**src/rtl/smram_pkg.sv**
```systemverilog
package smram_pkg;
  localparam int unsigned REG_W        = 8;
  localparam logic [7:0]  REG_OFFSET   = 8'h9D;
  localparam int unsigned BIT_OPEN     = 6;
  localparam int unsigned BIT_CLOSE    = 5;
  localparam int unsigned BIT_LOCK     = 4;
  localparam int unsigned BIT_EN       = 3;
  localparam logic [2:0]  BASE_SEG     = 3'b010;
  localparam logic [31:0] WIN_BASE     = 32'h000A_0000;
  localparam int unsigned WIN_SIZE_LOG2 = 17;

  typedef struct packed {
    logic open;
    logic close;
    logic lock;
    logic en;
  } smram_ctl_t;

  typedef enum logic [0:0] {
    ROUTE_LINK = 1'b0,
    ROUTE_DRAM = 1'b1
  } route_e;
endpackage

```
**src/rtl/smram_ctrl_reg.sv**
```systemverilog
module smram_ctrl_reg
  import smram_pkg::*;
#(
  parameter int unsigned DATA_W = REG_W,
  parameter logic [7:0]  OFFSET = REG_OFFSET
) (
  input  logic              clk,
  input  logic              rst,
  input  logic              wr_en,
  input  logic [7:0]        addr,
  input  logic [DATA_W-1:0] wdata,
  output logic [DATA_W-1:0] rdata,
  output smram_ctl_t        ctl
);
  smram_ctl_t ctl_q;
  smram_ctl_t ctl_d;
  logic       hit;

  assign hit = (addr == OFFSET);

  always_comb begin
    ctl_d = ctl_q;
    if (wr_en && hit) begin
      ctl_d.close = wdata[BIT_CLOSE];
      if (!ctl_q.lock) begin
        ctl_d.lock = wdata[BIT_LOCK];
        ctl_d.en   = wdata[BIT_EN];
        ctl_d.open = wdata[BIT_OPEN] & ~wdata[BIT_LOCK];
      end
    end
  end

  always_ff @(posedge clk) begin
    if (rst) ctl_q <= '0;
    else     ctl_q <= ctl_d;
  end

  always_comb begin
    rdata = '0;
    if (hit) begin
      rdata[BIT_OPEN]  = ctl_q.open;
      rdata[BIT_CLOSE] = ctl_q.close;
      rdata[BIT_LOCK]  = ctl_q.lock;
      rdata[BIT_EN]    = ctl_q.en;
      rdata[2:0]       = BASE_SEG;
    end
  end

  assign ctl = ctl_q;
endmodule

```
**src/rtl/smram_window_decode.sv**
```systemverilog
module smram_window_decode
  import smram_pkg::*;
#(
  parameter int unsigned ADDR_W = 32
) (
  input  logic              valid,
  input  logic [ADDR_W-1:0] addr,
  input  logic              smm,
  input  logic              code,
  input  smram_ctl_t        ctl,
  output logic              to_dram,
  output logic              to_link
);
  localparam int unsigned TAG_W = ADDR_W - WIN_SIZE_LOG2;
  localparam logic [TAG_W-1:0] WIN_TAG = TAG_W'(WIN_BASE >> WIN_SIZE_LOG2);

  logic   in_win;
  logic   smm_ok;
  logic   open_ok;
  route_e route;

  assign in_win  = (addr[ADDR_W-1:WIN_SIZE_LOG2] == WIN_TAG);
  assign smm_ok  = smm & (code | ~ctl.close);
  assign open_ok = ~smm & ctl.open & ~ctl.lock;

  always_comb begin
    route = ROUTE_LINK;
    if (ctl.en && in_win && (smm_ok || open_ok)) route = ROUTE_DRAM;
  end

  assign to_dram = valid & (route == ROUTE_DRAM);
  assign to_link = valid & (route == ROUTE_LINK);
endmodule

```
**src/rtl/smram_guard.sv**
```systemverilog
module smram_guard
  import smram_pkg::*;
#(
  parameter int unsigned ADDR_W = 32
) (
  input  logic              clk,
  input  logic              rst,
  input  logic              cfg_wr_en,
  input  logic [7:0]        cfg_addr,
  input  logic [7:0]        cfg_wdata,
  output logic [7:0]        cfg_rdata,
  input  logic              acc_valid,
  input  logic [ADDR_W-1:0] acc_addr,
  input  logic              acc_smm,
  input  logic              acc_code,
  output logic              acc_to_dram,
  output logic              acc_to_link
);
  smram_ctl_t ctl;

  smram_ctrl_reg #(.DATA_W(REG_W), .OFFSET(REG_OFFSET)) u_reg (
    .clk   (clk),
    .rst   (rst),
    .wr_en (cfg_wr_en),
    .addr  (cfg_addr),
    .wdata (cfg_wdata),
    .rdata (cfg_rdata),
    .ctl   (ctl)
  );

  smram_window_decode #(.ADDR_W(ADDR_W)) u_dec (
    .valid   (acc_valid),
    .addr    (acc_addr),
    .smm     (acc_smm),
    .code    (acc_code),
    .ctl     (ctl),
    .to_dram (acc_to_dram),
    .to_link (acc_to_link)
  );
endmodule

```
**config.mk**
```make
export PLATFORM = sky130hd
export DESIGN_NAME = smram_guard
export DESIGN_NICKNAME = d
export VERILOG_FILES = /design/src/rtl/smram_pkg.sv /design/src/rtl/smram_ctrl_reg.sv /design/src/rtl/smram_window_decode.sv /design/src/rtl/smram_guard.sv
export SDC_FILE = /design/constraint.sdc
export NUM_CORES = 1
export LEC_CHECK = 0
export BUFFER_PORTS_ARGS = -buffer_cell sky130_fd_sc_hd__buf_2
export CAP_MARGIN = 10
export CORE_MARGIN = 5
export CORE_UTILIZATION = 30
export CTS_BUF_LIST = sky130_fd_sc_hd__clkbuf_8
export CTS_CLUSTER_SIZE = 14
export DETAILED_ROUTE_END_ITERATION = 7
export PLACE_DENSITY = 0.95
export SYNTH_ARGS = -nofsm -noshare
export SYNTH_HDL_FRONTEND = slang
export SYNTH_HIERARCHICAL = 1
export SYNTH_SLANG_ARGS = --single-unit
```
**constraint.sdc**
```tcl
create_clock -name clk -period 2.2 [get_ports clk]
set_input_delay 0.11 -clock clk [delete_from_list [all_inputs] [get_ports clk]]
set_output_delay 0.11 -clock clk [all_outputs]
set_load 0.05 [all_outputs]
```
[Word level (Yosys, flattened, before mapping)]
Cells that the tools add are included.
Widths: inputs -> output; s select.
Cells by class
  reduce and logical (&&, ||, !) cells: 5
  bitwise logic cells: 12
  equal/unequal tests: 2
  mux-type cells: 3
Operators with widths (count)
  $eq 15x3->1 const B: 1
  $eq 8x8->1 const B: 1
  $mux 7: 1
  $and 1x1->1: 6
  $not 1->1: 5
  $logic_and 1x1->1: 3
  $mux 2: 1
  $reduce_and 2->1: 1
  $logic_or 1x1->1: 1
  $mux 1: 1
  $or 1x1->1: 1
Word-level totals
  input port bits: 54
  output and inout port bits: 10
  word-level logic and storage cells: 26
  register bits: 4

[Depth between registers and ports, before layout]
Gate-level depths: netlist of the first run.
  depth after elaboration: 8
  gate-level depth with buffers: 3
  depth with buffers taken out: 3

[By module]
The synthesis of the first run kept the hierarchy.
By module, submodules not included
  smram_ctrl_reg: cells an instance 32, area each 306.5 um^2, sequential area each 80.1 um^2, times used 1
  smram_window_decode: cells an instance 10, area each 87.6 um^2, sequential area each 0.0 um^2, times used 1

[Worst setup path before layout of the first run]
Ideal clock, no wire load.
  path type: reg-to-output
  start: register u_reg.ctl_q (netlist bit u_reg/ctl[1])
  end: output port acc_to_link
  arrival time: 1.457 ns
  stages on the path, launching flop included: 4
  path slack: 0.633 ns
  buffers on the path: 0
  cell sequence: dfxtp_1 nor2b_1 o2111a_1 a31oi_1
On the way
  cells in the longest elaborated chain, start to end: 7
Ends and longest elaborated chain
  from (decl): line smram_ctrl_reg.sv:15  | smram_ctl_t ctl_q;
  from (signal assigned): line smram_ctrl_reg.sv:35  | else ctl_q <= ctl_d;
  $not 1->1 (no line)
  $and 1x1->1: line smram_window_decode.sv:24  | assign open_ok = ~smm & ctl.open & ~ctl.lock;
  $logic_or 1x1->1: line smram_window_decode.sv:28  | if (ctl.en && in_win && (smm_ok || open_ok)) route = ROUTE_DRAM;
  $logic_and 1x1->1: line smram_window_decode.sv:28
  $mux 1: line smram_window_decode.sv:28
  $not 1->1: line smram_window_decode.sv:32  | assign to_link = valid & (route == ROUTE_LINK);
  $and 1x1->1: line smram_window_decode.sv:32
  to (decl): line smram_guard.sv:17  | output logic acc_to_link
Every way passes these cells.

[Final worst setup path of the first run]
Same ends and word-level chain as after synthesis.

==> results.toml, run 1 <==
[timing]
tns_ps = 0
final-setup-viol-count = 0
fin_crit_ps = 1460
fin_worst_skew_ps = 2.29
post-route-period-util = 0.664
fmax_mhz = 685
rsz0062_at_grt = "false"
slew_viol_final = 0
hold_violations = 0

[worst_setup_path]
r2r-end = "u_reg/ctl[3]$_SDFFE_PP0P_"
reg2reg_depth = 2
rrSetupSlack_ps = 1220
path_max_fanout = 4
critPathLaunchType = "register"
path_cells = "nor2b_1, o2111a_1, a31oi_1, buf_2"
cp.arrival_ps = 1350
slowest_delay_ps = 400
worstReg2RegStart = "u_reg/ctl[1]$_SDFFE_PP0P_"
cp_data_required_time_ps = 2090
worstSetupPathType = "reg2out"
crit_buf_inv = 1
crit_family = "flip-flops"
crit_slowest_cell = "dfxtp_1"
worstSetupEndpointType = "output port"

[drt]
drt_iter0_markers = 10
vias = 421
ant_nets = 0
routed_wl_um = 1080
first_pass_iters = 4
wl_per_cell_um = 11.2
drc = 0
viasPerCell = 4.34

[clock_tree]
htree_levels = 1
clock_sinks = 4
clock_path_buffers = 2
cts_setup_buffers = 0
root_buffer = "clkbuf_8"
clk-insertion-delay-late_ps = 220
postCtsResizedCells = 0
cts_buffers = 3
path_clk_slew_ps = 30
ctsHoldBuffers = 0
cts_tree = "yes"

[die]
core-area_mm2 = 0.00127
rows = 13
chipHeight_um = 46.2
die-area_mm2 = 0.00214
ios = 64
start_util = 0.311
die_w_um = 46.2

[cells_and_area]
final_nets = 138
final_util = 0.494
largest_register_ffs = 4
drive_gt1_frac = 0.598
n_fill_cell = 134
final_cells = 97
area_growth_pct = 59.0
antenna_cells = 0

[run_status]
outcome = "finished, final reports clean"

[placed_design]
dp.cells = 94
place.gp.congestion = 0.715
portBuffers = 39
hpwl_um = 965

[logic_synthesis]
synth-seq-area-share = 0.203
yosysUniqueCellTypes = 22
avgSynthCellArea_um2 = 9.38
postSynthCellCount = 42
synthTopCellsByArea = "dfxtp_1, mux2i_1, buf_4"
yosys_warnings = 6
synth_top_family_by_area = "simple AND/OR/NAND/NOR gates"
synthMuxAreaShare = 0.0762
yosys.area_share.simple = 0.540
synth-compound-area-share = 0.0667
yosys.area_share.adder = 0
synth_xor_area_frac = 0
synth.largest_area_cell = "dfxtp_1"
synth_seq_cells = 4
netlist.area_leader.share = 0.203
synthesis.area_um2 = 394

[pwr]
ir_worst_vdd_mv = 0.396
powerDensity_mw_per_mm2 = 460
power_leakage_nw = 0.318

[global_routing]
grt_pass1_wl_um = 1530
grt_overflow = 0
track_usage = 0.105
antenna_found_initial = 0
grt_pass1_vias = 404
grt_max_degree = 7

[min_path]
min_path_cells = 3
hp-class = "in2reg"
hold_end = "u_reg/ctl[2]$_SDFFE_PP0P_"
hold_start = "cfg_wdata[5]"

[run]
maxCapViolations = 0
[report_power, final]
part           internal, mW  total, mW  switching, mW
Sequential           0.0732     0.0732      0.0000750
Clock                 0.116      0.153         0.0363
Combinational        0.0287     0.0623         0.0336
Total                 0.218      0.288         0.0700
[metal layers]
| metal | global-route usage | wire length [µm] | vias to the layer above |
|---|---|---|---|
| li1 | - | - | 224 |
| met5 | 0 | 0 | - |
| met2 | 0.176 | 565 | 22 |
| met4 | 0.0852 | 0 | 0 |
| met1 | 0.0991 | 367 | 175 |
| met3 | 0.0430 | 150 | 0 |
[worst reg2reg max path, stage by stage, from the launching register on]
cell and delay (ps):
dfxtp_1 340, nor4_4 330, mux2i_1 220
[metrics by stage]
stage | hold WS [ps] | power, mW | setup WS [ps] | instance area [µm²]
2_1_floorplan | 252 | 0.107 | 633 | 402
3_3_place_gp | 361 | 0.135 | 958 | 586
3_5_place_dp | 372 | 0.136 | 914 | 586
4_1_cts | 142 | 0.295 | 725 | 627
5_1_grt | 165 | 0.306 | 643 | 627
6_report | 149 | 0.288 | 739 | 627
[cell usage after synthesis (all sizes together)]
cell type and instances:
nor2b 2, a31oi 1, and4 1, o2111a 1
a22o 1, buf 4, and2 4, nand4bb 1
nand3b 1, conb 1, nand4b 1, nor2 2
dfxtp 4, nor4 3, nor4b 1, nand2 6
nor4bb 1, inv 3, mux2i 3, nor3 1
[worst max path at each step]
stage                         startpoint           to  cells past startpoint
6_report       u_reg/ctl[1]$_SDFFE_PP0P_  acc_to_link                      4
3_3_place_gp                acc_addr[18]  acc_to_dram                      5
3_5_place_dp                acc_addr[25]  acc_to_dram                      5
4_1_cts        u_reg/ctl[3]$_SDFFE_PP0P_  acc_to_dram                      4
5_1_grt        u_reg/ctl[3]$_SDFFE_PP0P_  acc_to_dram                      4
2_1_floorplan  u_reg/ctl[1]$_SDFFE_PP0P_  acc_to_link                      3
[cells by family (layout without fill, tap and decap cells)]
kind of cell,count (synthesis),count (layout)
AO/OA/AOI/OAI,3,3
AND/OR/NAND/NOR,24,24
buffers and inverters,7,45
flip-flops,4,4
other,1,3
multiplexers,3,3
[cells in the final DEF (no fill, tap or decap)]
cell type | netlist | layout
mux2i_1 | 3 | 3
and2_1 | 4 | 4
dfxtp_1 | 4 | 4
inv_1 | 3 | 3
o2111a_1 | 1 | 1
nand3b_1 | 1 | 1
nor2_2 | 1 | 1
nor4bb_1 | 1 | 1
nor2_1 | 1 | 1
nand2_1 | 6 | 6
buf_2 | 0 | 39
nor4_4 | 1 | 1
conb_1 | 1 | 3
nand4b_4 | 1 | 1
and4_1 | 1 | 1
nor2b_1 | 2 | 2
clkbuf_8 | 0 | 3
a31oi_1 | 1 | 1
nor4_2 | 2 | 2
nor4b_1 | 1 | 1
nor3_2 | 1 | 1
a22o_1 | 1 | 1
nand4bb_4 | 1 | 1
[cell type report]
cell class	instances	area, µm²	share of cell area
repair buffers	39	195	0.311
clock buffers	3	41.3	0.0659
flip-flops and latches	4	80.1	0.128
inverters	3	11.3	0.0180
multi-input cells	33	280	0.447
well taps	15	18.8	0.0299
No activity file was read; power rests on OpenSTA's default activity.
==> run 2: changes to the inputs <==
--- a/config.mk
+++ b/config.mk
@@ -5,14 +5,16 @@
 export SDC_FILE = /design/constraint.sdc
 export NUM_CORES = 1
 export LEC_CHECK = 0
+export ABC_AREA = 1
 export BUFFER_PORTS_ARGS = -buffer_cell sky130_fd_sc_hd__buf_2
 export CAP_MARGIN = 10
+export CORE_ASPECT_RATIO = 0.8
 export CORE_MARGIN = 5
-export CORE_UTILIZATION = 30
+export CORE_UTILIZATION = 29
 export CTS_BUF_LIST = sky130_fd_sc_hd__clkbuf_8
 export CTS_CLUSTER_SIZE = 14
 export DETAILED_ROUTE_END_ITERATION = 7
-export PLACE_DENSITY = 0.95
+export PLACE_DENSITY = 0.88
 export SYNTH_ARGS = -nofsm -noshare
 export SYNTH_HDL_FRONTEND = slang
 export SYNTH_HIERARCHICAL = 1
==> constraint.sdc (replaced) <==
create_clock -name clk -period 1.31 [get_ports clk]
set_input_delay 0.0655 -clock clk [delete_from_list [all_inputs] [get_ports clk]]
set_output_delay 0.0655 -clock clk [all_outputs]
set_load 0.05 [all_outputs]
==> run 2 against run 1 <==
  * Largest power group unchanged
  * Area after synthesis is 29% higher
  * Die area is 26% higher
  * Sequential power grew 68%
  * First-iteration DRC count is 80% higher
  * Setup slack got worse by 660 ps
  * Highest routed layer is now met4
  * Cell count rose by 72%
  * Clock power rose by 67%
  * Register-to-register slack lost 730 ps
  * Sequential share of layout area decreased by 2.1 points
  * Global-route usage shrank 1.4 points
==> results.toml, run 2 <==
[clock_tree]
root_buffer = "clkbuf_8"
clk-insertion-delay-late_ps = 220
clock_path_buffers = 2
ctsHoldBuffers = 0
cts_tree = "yes"
clock_sinks = 4
htree_levels = 1
path_clk_slew_ps = 30
cts_buffers = 3

[worst_setup_path]
path_max_fanout = 4
crit_family = "simple AND/OR/NAND/NOR gates"
crit_top_cell = "nor2_2"
cp.arrival_ps = 1170
cp_data_required_time_ps = 1240
path_cells = "inv_1, nor2_1, nand2_1, nor2_2, nand3_1, nor2_2, buf_6"
reg2reg_depth = 5
path_depth = 7
r2r-end = "u_reg/ctl[3]$_SDFFE_PP0P_"
crit_slowest_cell = "dfxtp_2"
critPathLaunchType = "register"
crit_buf_inv = 2
rrSetupSlack_ps = 490
slowest_delay_ps = 340
worstReg2RegStart = "u_reg/ctl[1]$_SDFFE_PP0P_"
worstSetupEndpointType = "output port"
worstSetupPathType = "reg2out"

[logic_synthesis]
synthesis.area_um2 = 507
postSynthCellCount = 104
synthFlopType = "dfxtp_1"
avgSynthCellArea_um2 = 4.87
synth.largest_area_cell = "nor2_1"
async_reset_ff_frac = 0
netlist.area_leader.share = 0.244
synth_seq_cells = 4
yosysUniqueCellTypes = 13
synth-seq-area-share = 0.158
synth_common_cells = "nor2_1, inv_1, nand2_1, nor2_2"
synthMostInstantiatedCell = "nor2_1"
synthTopCellsByArea = "nor2_1, inv_1, nand2_1"
synth_edf_count = 0
yosys_warnings = 6

[die]
core-area_mm2 = 0.00164
start_util = 0.308
chipHeight_um = 47.4
die-area_mm2 = 0.00269
die_w_um = 56.7
rows = 13
ios = 64

[drt]
first_pass_iters = 4
vias = 660
drc = 0
viasPerCell = 3.95
drt_iter0_markers = 18
wl_per_cell_um = 7.77
routed_wl_um = 1300
ant_nets = 0

[cells_and_area]
area_growth_pct = 52.6
final_nets = 201
drive_gt1_frac = 0.366
antenna_cells = 0
final_cells = 167
final_common_cell = "buf_2"
largest_register_ffs = 4
layout_common_cells = "buf_2, nor2_1, inv_1, nand2_1, nor2_2"

[timing]
slew_viol_final = 0
fin_crit_ps = 1230
fin_worst_skew_ps = 2.11
post-route-period-util = 0.942
rsz0062_at_grt = "true"
hold_violations = 0
tns_ps = 0
final-setup-viol-count = 0
fmax_mhz = 810

[run_status]
outcome = "finished, final reports clean"

[global_routing]
grt_pass1_wl_um = 1850
antenna_found_initial = 0
grt_pass1_vias = 487
grt_max_degree = 7
grt_overflow = 0
track_usage = 0.0915

[placed_design]
hpwl_um = 1140
dp.cells = 163
place.gp.congestion = 0.796
portBuffers = 39

[min_path]
hold_start = "rst"
min_path_cells = 2
hp-class = "in2reg"
hold_end = "u_reg/ctl[1]$_SDFFE_PP0P_"

[run]
maxCapViolations = 0

[pwr]
powerDensity_mw_per_mm2 = 650
power_leakage_nw = 0.449
ir_worst_vdd_mv = 0.625
==> run 2: cell count changes in the layout (fill, tap and decap cells not counted), moves of 3 or more <==
cell	before	now
nor2_2	1	6
inv_1	3	23
mux2i_1	3	0
nand2_1	6	23
nand3_1	0	4
nor2_1	1	32
and2_1	4	0
==> run 2: worst max path at each step <==
stage / to / startpoint / slack (ps)
after floorplan: cfg_rdata[4] / u_reg/ctl[1]$_SDFFE_PP0P_ / 170
after global placement: acc_to_dram / u_reg/ctl[0]$_SDFFE_PP0P_ / 200
after detailed placement: acc_to_link / u_reg/ctl[2]$_SDFFE_PP0P_ / 190
after CTS: acc_to_link / u_reg/ctl[2]$_SDFFE_PP0P_ / 20
after global routing: acc_to_dram / u_reg/ctl[0]$_SDFFE_PP0P_ / -20
final: acc_to_dram / u_reg/ctl[0]$_SDFFE_PP0P_ / 80
==> run 2: repair_timing <==
item                       CTS  global route
pin swaps                    0             1
setup buffers                0             1
setup endpoints to repair    2             2
hold endpoints to repair     0             0
resized for setup            2             5
==> run 2: worst register-to-register path, stage by stage, from the launching register on <==
cell and delay [ps]:
dfxtp_1 310, inv_1 150, nand4_1 110, nand2_1 70
nand2_1 40, nor2_1 80
==> run 2: per-stage QoR <==
stage | hold WS, ps | power, mW | area (µm²) | util | worst slack, ps
2_1_floorplan | 128 | 0.192 | 517 | - | 165
3_5_place_dp | 243 | 0.246 | 709 | 0.432 | 192
3_3_place_gp | 244 | 0.245 | 709 | 0.432 | 199
5_1_grt | 30.7 | 0.536 | 773 | 0.471 | -18.3
4_1_cts | 15.0 | 0.511 | 756 | 0.460 | 17.5
6_report | 21.6 | 0.502 | 773 | 0.471 | 75.6
==> run 2: logic make-up (layout without fill, tap and decap cells) <==
group | after synthesis | count (layout) | synth area share
other | 1 | 3 | 0.00740
DFF | 4 | 4 | 0.158
buffers and inverters | 27 | 66 | 0.230
and+or+nand+nor | 69 | 69 | 0.568
AOI/OAI and AO/OA | 3 | 3 | 0.0370
==> run 2: power breakdown <==
group	switching, mW	internal (mW)
clock network	0.0597	0.195
registers	0.000180	0.123
logic	0.0713	0.0526
==> run 2: area by class of cell <==
| class | count | area [µm²] |
|---|---|---|
| Sequential cell | 4 | 82.6 |
| Clock buffer | 3 | 41.3 |
| Multi-Input combinational cell | 75 | 320 |
| Inverter | 23 | 86.3 |
| Tap cell | 22 | 27.5 |
| Timing Repair Buffer | 40 | 215 |
| Fill cell | 203 | 870 |
==> run 2: metal layers <==
layer  global-route usage  wire, µm
met5                    0         0
met4               0.0417        10
met3               0.0440       116
met2                0.131       552
met1                0.117       616
